[config.mk]
export PLATFORM = sky130hd
export DESIGN_NAME = flash_cmd_engine
export DESIGN_NICKNAME = d
export VERILOG_FILES = /design/src/rtl/flash_cmd_pkg.sv /design/src/rtl/flash_spi_shifter.sv /design/src/rtl/flash_cs_gap.sv /design/src/rtl/flash_cmd_engine.sv
export SDC_FILE = /design/constraint.sdc
export NUM_CORES = 1
export LEC_CHECK = 0
export BUFFER_PORTS_ARGS = -buffer_cell sky130_fd_sc_hd__clkbuf_2
export CAP_MARGIN = 15
export CORE_MARGIN = 2
export CORE_UTILIZATION = 62
export DETAILED_ROUTE_END_ITERATION = 7
export PLACE_DENSITY_LB_ADDON = 0.05
export SLEW_MARGIN = 5
export SYNTH_ARGS = -nofsm -noshare
export SYNTH_HDL_FRONTEND = slang
export SYNTH_SLANG_ARGS = --single-unit
[constraint.sdc]
create_clock -name clk -period 7.3 [get_ports clk]
set_clock_uncertainty 0.05 [all_clocks]
set_input_delay 0.73 -clock clk [delete_from_list [all_inputs] [get_ports clk]]
set_output_delay 0.73 -clock clk [all_outputs]
set_load 0.02 [all_outputs]
[src/rtl/flash_cmd_pkg.sv]
package flash_cmd_pkg;

  typedef enum logic [2:0] {
    OP_WREN   = 3'd0,
    OP_WRDI   = 3'd1,
    OP_RDSR   = 3'd2,
    OP_READ   = 3'd3,
    OP_PROG   = 3'd4,
    OP_SERASE = 3'd5,
    OP_CERASE = 3'd6,
    OP_RDID   = 3'd7
  } flash_op_e;

  typedef enum logic [1:0] {
    FR_WREN = 2'd0,
    FR_MAIN = 2'd1,
    FR_POLL = 2'd2
  } frame_e;

  typedef enum logic [1:0] {
    S_IDLE = 2'd0,
    S_GAP  = 2'd1,
    S_XFER = 2'd2
  } eng_state_e;

  localparam logic [7:0] CODE_WREN = 8'h06;
  localparam logic [7:0] CODE_RDSR = 8'h05;

  function automatic logic [7:0] op_code(flash_op_e op);
    case (op)
      OP_WREN:   return 8'h06;
      OP_WRDI:   return 8'h04;
      OP_RDSR:   return 8'h05;
      OP_READ:   return 8'h03;
      OP_PROG:   return 8'h02;
      OP_SERASE: return 8'h20;
      OP_CERASE: return 8'hC7;
      default:   return 8'h9F;
    endcase
  endfunction

  function automatic logic op_has_addr(flash_op_e op);
    return (op == OP_READ) || (op == OP_PROG) || (op == OP_SERASE);
  endfunction

  function automatic logic op_needs_wel(flash_op_e op);
    return (op == OP_PROG) || (op == OP_SERASE) || (op == OP_CERASE);
  endfunction

  function automatic logic op_returns(flash_op_e op);
    return (op == OP_RDSR) || (op == OP_READ) || (op == OP_RDID);
  endfunction

endpackage

[src/rtl/flash_spi_shifter.sv]
module flash_spi_shifter #(
  parameter int HALF_PERIOD = 2
) (
  input  logic       clk,
  input  logic       rst_n,
  input  logic       start,
  input  logic [7:0] tx_byte,
  input  logic       miso,
  output logic       sclk,
  output logic       mosi,
  output logic       busy,
  output logic       done,
  output logic [7:0] rx_byte
);
  localparam int HW = (HALF_PERIOD > 1) ? $clog2(HALF_PERIOD) : 1;
  localparam logic [HW-1:0] HLAST = HW'(HALF_PERIOD - 1);

  logic [HW-1:0] hcnt_q;
  logic [2:0]    bcnt_q;
  logic          first_q;
  logic [7:0]    tx_q, rx_q;

  assign mosi    = tx_q[7];
  assign rx_byte = rx_q;

  always_ff @(posedge clk or negedge rst_n) begin
    if (!rst_n) begin
      busy    <= 1'b0;
      done    <= 1'b0;
      sclk    <= 1'b1;
      hcnt_q  <= '0;
      bcnt_q  <= '0;
      first_q <= 1'b0;
      tx_q    <= '0;
      rx_q    <= '0;
    end else begin
      done <= 1'b0;
      if (!busy) begin
        if (start) begin
          busy    <= 1'b1;
          tx_q    <= tx_byte;
          hcnt_q  <= '0;
          bcnt_q  <= '0;
          first_q <= 1'b1;
        end
      end else if (hcnt_q == HLAST) begin
        hcnt_q <= '0;
        if (sclk) begin
          sclk    <= 1'b0;
          first_q <= 1'b0;
          if (!first_q) tx_q <= {tx_q[6:0], 1'b0};
        end else begin
          sclk <= 1'b1;
          rx_q <= {rx_q[6:0], miso};
          if (bcnt_q == 3'd7) begin
            busy <= 1'b0;
            done <= 1'b1;
          end else begin
            bcnt_q <= bcnt_q + 3'd1;
          end
        end
      end else begin
        hcnt_q <= hcnt_q + HW'(1);
      end
    end
  end


  mosi_stable_chk: assert property (@(posedge clk) disable iff (!rst_n)
    $rose(sclk) |-> $stable(mosi));


  idle_sclk_chk: assert property (@(posedge clk) disable iff (!rst_n)
    !busy |-> sclk);

endmodule

[src/rtl/flash_cs_gap.sv]
module flash_cs_gap #(
  parameter int GAP_W = 8
) (
  input  logic             clk,
  input  logic             rst_n,
  input  logic             frame_end,
  input  logic [GAP_W-1:0] cfg_gap,
  output logic             gap_ok
);
  logic [GAP_W-1:0] cnt_q;

  always_ff @(posedge clk or negedge rst_n) begin
    if (!rst_n)               cnt_q <= '0;
    else if (frame_end)       cnt_q <= cfg_gap;
    else if (cnt_q != '0)     cnt_q <= cnt_q - GAP_W'(1);
  end

  assign gap_ok = (cnt_q == '0);


  gap_load_chk: assert property (@(posedge clk) disable iff (!rst_n)
    (frame_end && cfg_gap != '0) |=> !gap_ok);

endmodule

[src/rtl/flash_cmd_engine.sv]
module flash_cmd_engine
  import flash_cmd_pkg::*;
#(
  parameter int HALF_PERIOD = 2,
  parameter int GAP_W       = 8,
  parameter int LEN_W       = 16,
  parameter int PAGE_MAX    = 256
) (
  input  logic             clk,
  input  logic             rst_n,
  input  logic [GAP_W-1:0] cfg_gap,
  input  logic             req_valid,
  output logic             req_ready,
  input  logic [2:0]       req_op,
  input  logic [23:0]      req_addr,
  input  logic [LEN_W-1:0] req_len,
  input  logic [7:0]       wr_data,
  output logic             wr_take,
  output logic             rd_valid,
  output logic [7:0]       rd_data,
  output logic             done,
  output logic             err,
  output logic             spi_cs_n,
  output logic             spi_sclk,
  output logic             spi_mosi,
  input  logic             spi_miso
);
  localparam int IDX_W = LEN_W + 1;
  typedef logic [IDX_W-1:0] idx_t;

  function automatic idx_t data_start(flash_op_e op);
    return op_has_addr(op) ? idx_t'(4) : idx_t'(1);
  endfunction

  function automatic idx_t last_idx(frame_e fr, flash_op_e op, logic [LEN_W-1:0] len);
    if (fr == FR_WREN) return idx_t'(0);
    if (fr == FR_POLL) return idx_t'(1);
    case (op)
      OP_RDSR:          return idx_t'(1);
      OP_RDID:          return idx_t'(3);
      OP_SERASE:        return idx_t'(3);
      OP_READ, OP_PROG: return idx_t'(3) + idx_t'(len);
      default:          return idx_t'(0);
    endcase
  endfunction

  function automatic logic len_bad(logic [LEN_W-1:0] len);
    return (len == '0) || (32'(len) > 32'(PAGE_MAX));
  endfunction

  function automatic logic [7:0] byte_for(frame_e fr, flash_op_e op, idx_t i,
                                          logic [23:0] a, logic [7:0] wd);
    if (fr == FR_WREN) return CODE_WREN;
    if (fr == FR_POLL) return (i == '0) ? CODE_RDSR : 8'h00;
    if (i == '0) return op_code(op);
    if (op_has_addr(op) && i < idx_t'(4)) begin
      if (i == idx_t'(1)) return a[23:16];
      if (i == idx_t'(2)) return a[15:8];
      return a[7:0];
    end
    return (op == OP_PROG) ? wd : 8'h00;
  endfunction

  eng_state_e       state_q;
  frame_e           frame_q;
  flash_op_e        op_q;
  logic [23:0]      addr_q;
  logic [LEN_W-1:0] len_q;
  idx_t             bidx_q;
  logic             cs_n_q, done_q, err_q, rdv_q;
  logic [7:0]       rdd_q;

  logic       sh_done, sh_busy, gap_ok;
  logic [7:0] sh_rx, tx_byte;
  logic       is_last, frame_end, launch, rx_is_data;
  idx_t       launch_idx;

  assign is_last    = (bidx_q == last_idx(frame_q, op_q, len_q));
  assign frame_end  = (state_q == S_XFER) && sh_done && is_last;
  assign launch     = ((state_q == S_GAP) && gap_ok) ||
                      ((state_q == S_XFER) && sh_done && !is_last);
  assign launch_idx = (state_q == S_GAP) ? '0 : bidx_q + idx_t'(1);
  assign tx_byte    = byte_for(frame_q, op_q, launch_idx, addr_q, wr_data);
  assign wr_take    = launch && (frame_q == FR_MAIN) && (op_q == OP_PROG) &&
                      (launch_idx >= idx_t'(4));
  assign rx_is_data = (frame_q == FR_MAIN) && op_returns(op_q) &&
                      (bidx_q >= data_start(op_q));

  flash_spi_shifter #(.HALF_PERIOD(HALF_PERIOD)) shifter_i (
    .clk(clk), .rst_n(rst_n), .start(launch), .tx_byte(tx_byte),
    .miso(spi_miso), .sclk(spi_sclk), .mosi(spi_mosi), .busy(sh_busy),
    .done(sh_done), .rx_byte(sh_rx)
  );

  flash_cs_gap #(.GAP_W(GAP_W)) gap_i (
    .clk(clk), .rst_n(rst_n), .frame_end(frame_end), .cfg_gap(cfg_gap),
    .gap_ok(gap_ok)
  );

  always_ff @(posedge clk or negedge rst_n) begin
    if (!rst_n) begin
      state_q <= S_IDLE;
      frame_q <= FR_MAIN;
      op_q    <= OP_WREN;
      addr_q  <= '0;
      len_q   <= '0;
      bidx_q  <= '0;
      cs_n_q  <= 1'b1;
      done_q  <= 1'b0;
      err_q   <= 1'b0;
      rdv_q   <= 1'b0;
      rdd_q   <= '0;
    end else begin
      done_q <= 1'b0;
      err_q  <= 1'b0;
      rdv_q  <= 1'b0;
      case (state_q)
        S_IDLE: begin
          if (req_valid) begin
            if (flash_op_e'(req_op) == OP_PROG && len_bad(req_len)) begin
              err_q <= 1'b1;
            end else begin
              op_q    <= flash_op_e'(req_op);
              addr_q  <= req_addr;
              len_q   <= req_len;
              frame_q <= op_needs_wel(flash_op_e'(req_op)) ? FR_WREN : FR_MAIN;
              state_q <= S_GAP;
            end
          end
        end
        S_GAP: begin
          if (gap_ok) begin
            cs_n_q  <= 1'b0;
            bidx_q  <= '0;
            state_q <= S_XFER;
          end
        end
        default: begin
          if (sh_done) begin
            if (rx_is_data) begin
              rdv_q <= 1'b1;
              rdd_q <= sh_rx;
            end
            if (is_last) begin
              cs_n_q <= 1'b1;
              case (frame_q)
                FR_WREN: begin
                  frame_q <= FR_MAIN;
                  state_q <= S_GAP;
                end
                FR_MAIN: begin
                  if (op_needs_wel(op_q)) begin
                    frame_q <= FR_POLL;
                    state_q <= S_GAP;
                  end else begin
                    done_q  <= 1'b1;
                    state_q <= S_IDLE;
                  end
                end
                default: begin
                  if (sh_rx[0]) begin
                    state_q <= S_GAP;
                  end else begin
                    done_q  <= 1'b1;
                    state_q <= S_IDLE;
                  end
                end
              endcase
            end else begin
              bidx_q <= launch_idx;
            end
          end
        end
      endcase
    end
  end

  assign req_ready = (state_q == S_IDLE);
  assign spi_cs_n  = cs_n_q;
  assign done      = done_q;
  assign err       = err_q;
  assign rd_valid  = rdv_q;
  assign rd_data   = rdd_q;


  sclk_idle_chk: assert property (@(posedge clk) disable iff (!rst_n)
    spi_cs_n |-> spi_sclk);


  gap_respect_chk: assert property (@(posedge clk) disable iff (!rst_n)
    $fell(spi_cs_n) |-> $past(gap_ok));


  reject_quiet_chk: assert property (@(posedge clk) disable iff (!rst_n)
    err |-> (spi_cs_n && !sh_busy));


  take_in_frame_chk: assert property (@(posedge clk) disable iff (!rst_n)
    wr_take |-> !spi_cs_n);


  one_outcome_chk: assert property (@(posedge clk) disable iff (!rst_n)
    $onehot0({done, err}));


  rd_after_byte_chk: assert property (@(posedge clk) disable iff (!rst_n)
    rd_valid |-> $past(sh_done));

endmodule

==> PnR_summary.wiki <==
{| class="wikitable"
! Metric !! Value
|-
| Detailed Route WL || around 16,000 um
|-
| Number of vias per cell || ~6.2
|-
| Clock slew at reported path FFs || around 110 ps
|-
| Fraction of power consumed by the clock network || 0.383
|-
| Wire length of the first global-routing pass || about 26,000 um
|-
| Post-synth ARST share || 1.000
|-
| Clock latency on the worst-skew pair || around 400 ps
|-
| Clock root buffer || sky130_fd_sc_hd__clkbuf_8
|-
| Data required, critical path || roughly 6500 ps
|-
| Combinational share of power || 0.032
|-
| Critical Path Fanout Max || 26
|-
| Global route total overflow || 0
|-
| Flop and latch count out of synthesis || around 110
|-
| Half-perimeter wire length of the detailed placement result || between 10,000 and 15,000 um
|-
| Antenna violations before repair || 0
|-
| Horiz. Die Dim || between 100 and 150 um
|-
| Cell area after synthesis || between 6000 and 7000 sq um
|-
| Sequential Area || approximately 2700 sq um
|-
| Number of global-route vias before repair || 5,176
|-
| Count of endpoints failing setup in the final report || 0
|-
| Net count after synthesis || 734
|-
| Total of hold buffers inserted after clock tree synthesis || 0
|-
| Worst reg2reg setup slack || 3140 ps
|-
| Final TNS setup || 0 ps
|-
| Core area || 10,180 sq um
|-
| Library cell occupying the most area in the post-synthesis netlist || sky130_fd_sc_hd__dfrtp_1
|-
| Syn Area/Cell || 9.635 sq um
|-
| Flip-flop cell with the highest count after synthesis || sky130_fd_sc_hd__dfrtp_1
|-
| Number of max-capacitance violations reported || 0
|-
| Switching power || around 0.24 mW
|-
| Number of nets in the layout || 785
|-
| Initial DRT Pass Iterations || 6
|-
| Fill count || 821
|-
| CTS H-tree lvls || 3
|-
| Count of nets left with antenna violations after detail routing || 0
|-
| Worst Setup Path Type || reg -> out
|-
| Area of the multi-input gates || about 3400 sq um
|-
| Placed insts || 840
|-
| Most frequent standard cell in the layout excluding fill and tap cells || sky130_fd_sc_hd__dfrtp_1
|-
| Part of the Yosys area used for sequential elements || 0.4230
|-
| Final RePlAce weighted congestion || around 1.0
|-
| Top-Level Pins || 79
|-
| Actual slew at the worst max-slew pin || between 1000 and 1500 ps
|-
| Global routing usage summed across all routing layers || 0.2936
|-
| Number of sinks on the clock net || approximately 110
|-
| Standard-cell row count || 37
|-
| Count of vias placed by the detailed router || 5,294
|-
| Layout-stage area growth over the synthesis result || 9.838%
|-
| Period Utilization, post-route || 0.6763
|-
| Cell count after synthesis || 664
|-
| Ratio of cells with drive above 1 in the final layout || 0.2500
|-
| Drt first-iter violations || approximately 350
|-
| Hold Violations, Final || 0
|-
| Achievable frequency || 0.2025 GHz
|-
| Largest cells by area after synthesis || sky130_fd_sc_hd__dfrtp_1 41%, sky130_fd_sc_hd__mux2_2 11%, sky130_fd_sc_hd__nand2_1 3.7%, sky130_fd_sc_hd__o21ai_0 3.1%, sky130_fd_sc_hd__nor2_1 2.5%
|-
| Final instance count without filler cells || ~860
|-
| IO Port Bufs || roughly 80
|-
| Number of buffers added by the clock tree synthesis step || 9
|-
| Buffer count from post-CTS setup fixing || 0
|-
| DRC violation count after routing || 0
|-
| Number of gates resized after cts || 0
|-
| Count of antenna diodes in the layout || 0
|-
| Number of synthesized flops with an enable pin || 0
|-
| Clock buffer depth || 2
|-
| CTS tree || done
|-
| Share of total power consumed by net switching || 0.2317
|-
| Post-synth top area share || 0.4107
|-
| Ratio of total power to cell area || 145.6 nW/um^2
|-
| Worst Hold Class || in -> async
|-
| Setup repair after global routing missed its margin || no
|-
| WL per Instance || about 18 um
|-
| Data arrival time of the worst path || ~4200 ps
|-
| Critical R2R Launch || bidx_q[0]
|-
| Effective utilization at floorplan || 0.6281
|-
| Total Die Area || roughly 11,000 sq um
|-
| Pin count of the biggest net entering global routing || 62
|-
| Worst-case headroom to the max-slew limit || 0.2064
|-
| Clock period minus worst slack || ~5000 ps
|-
| Length in cells of the worst reg-to-reg path || 10
|-
| Outcome || completed
|-
| Number of warnings issued by yosys || 0
|-
| Number of pins exceeding their max-slew limit in the final report || 0
|-
| R2R Path End || shifter_i.tx_q[5]
|-
| Most used cells in the layout excluding fill and tap cells || 105 x sky130_fd_sc_hd__dfrtp_1, 77 x sky130_fd_sc_hd__clkbuf_2, 64 x sky130_fd_sc_hd__mux2_2
|-
| Worst voltage drop across the vdd grid || about 0.00015 V
|-
| Die Ht || about 110 um
|-
| Power share of the sequential group || 0.585
|-
| Type of element capturing the critical path || output port
|-
| Count of different cell masters after synthesis || 72
|-
| Kind of start point of the critical path || register
|-
| Cell leakage power || between 3 and 4 nW
|-
| Internal power of the cells || roughly 0.79 mW
|}
-- logic make-up (layout without fill, tap and decap cells) --
group,count (synthesis),after routing,synth area share
AND/OR/NAND/NOR,229,229,0.1850
flip-flops,108,108,0.4230
XOR/XNOR,36,36,0.05359
AO/OA/AOI/OAI,148,148,0.1596
adder cells (fa/ha/maj),7,7,0.01369
multiplexers,70,70,0.1220
buffers and inverters,66,122,0.04303
-- stage by stage --
step / cell area, sq um / util / hold slack (ps) / power (mW) / setup slack, ps
floorplan: 6397 / - / 384.4 / 0.6122 / 3684
global placement: 6812 / 0.6688 / 404.3 / 0.6432 / 2882
detailed placement: 6812 / 0.6688 / 403.7 / 0.6439 / 2843
CTS: 7027 / 0.6899 / 279.1 / 1.033 / 2389
global route: 7027 / 0.6899 / 298.7 / 1.060 / 1978
finish: 7027 / 0.6899 / 270.9 / 1.023 / 2363
-- cell type report --
cell class / count / share of cell area
clock buffer: 10 / 0.01959
clock inverter: 6 / 0.01104
inverter: 24 / 0.01282
multi-input combinational: 490 / 0.4870
sequential: 108 / 0.3852
tap: 136 / 0.02422
timing repair buffer: 82 / 0.06019
-- sequential cells by signal (all words and copies together) (netlist names), 2 cells and up --
name / count
addr_q: 24
shifter_i.rx_byte: 8
len_q: 16
gap_i.cnt_q: 8
frame_q: 2
state_q: 2
rd_data: 8
shifter_i.tx_q: 8
shifter_i.bcnt_q: 3
op_q: 3
bidx_q: 17
-- power by group through the flow --
stage | Combinational, mW | Clock [mW] | Sequential, mW
detailed placement | 0.0337 | 0 | 0.610
global placement | 0.0330 | 0 | 0.610
CTS | 0.0339 | 0.400 | 0.599
floorplan | 0.00201 | 0 | 0.610
global route | 0.0376 | 0.424 | 0.599
finish | 0.0329 | 0.392 | 0.599
-- worst max path at each step --
stage	start	slack, ps	cells past startpoint	end
6_report	op_q[2]	2360	11	wr_take
2_1_floorplan	len_q[0]	3680	11	wr_take
3_5_place_dp	op_q[2]	2840	11	wr_take
3_3_place_gp	op_q[2]	2880	11	wr_take
4_1_cts	op_q[2]	2390	11	wr_take
5_1_grt	op_q[2]	1980	11	wr_take
-- routing by layer --
metal	wire length, um	up-vias	GRT usage
met4	164	0	0.06203
li1	-	2526	-
met5	0	-	0
met3	1134	17	0.06988
met1	7065	2567	0.4200
met2	7154	184	0.4604
-- Yosys cell counts, drive strengths merged (18+ instances only) --
master  number
clkbuf      28
inv         24
nand2       63
nor2        43
nand3       25
nor3        19
o21ai       43
a21oi       25
mux2        64
dfrtp      105
xnor2       18
-- critical path, stage by stage, from the launching register on --
cell and delay [ps]:
sky130_fd_sc_hd__dfrtp_1 610, sky130_fd_sc_hd__and3b_1 270, sky130_fd_sc_hd__o21ai_1 510, sky130_fd_sc_hd__mux2i_1 160
sky130_fd_sc_hd__a2111oi_0 460, sky130_fd_sc_hd__nand4_1 200, sky130_fd_sc_hd__a2111o_1 470, sky130_fd_sc_hd__o21bai_2 180
sky130_fd_sc_hd__buf_4 290, sky130_fd_sc_hd__o21ai_0 220, sky130_fd_sc_hd__and3b_1 250, sky130_fd_sc_hd__clkbuf_2 150
Note: power is estimated with default switching activity, not from simulation.
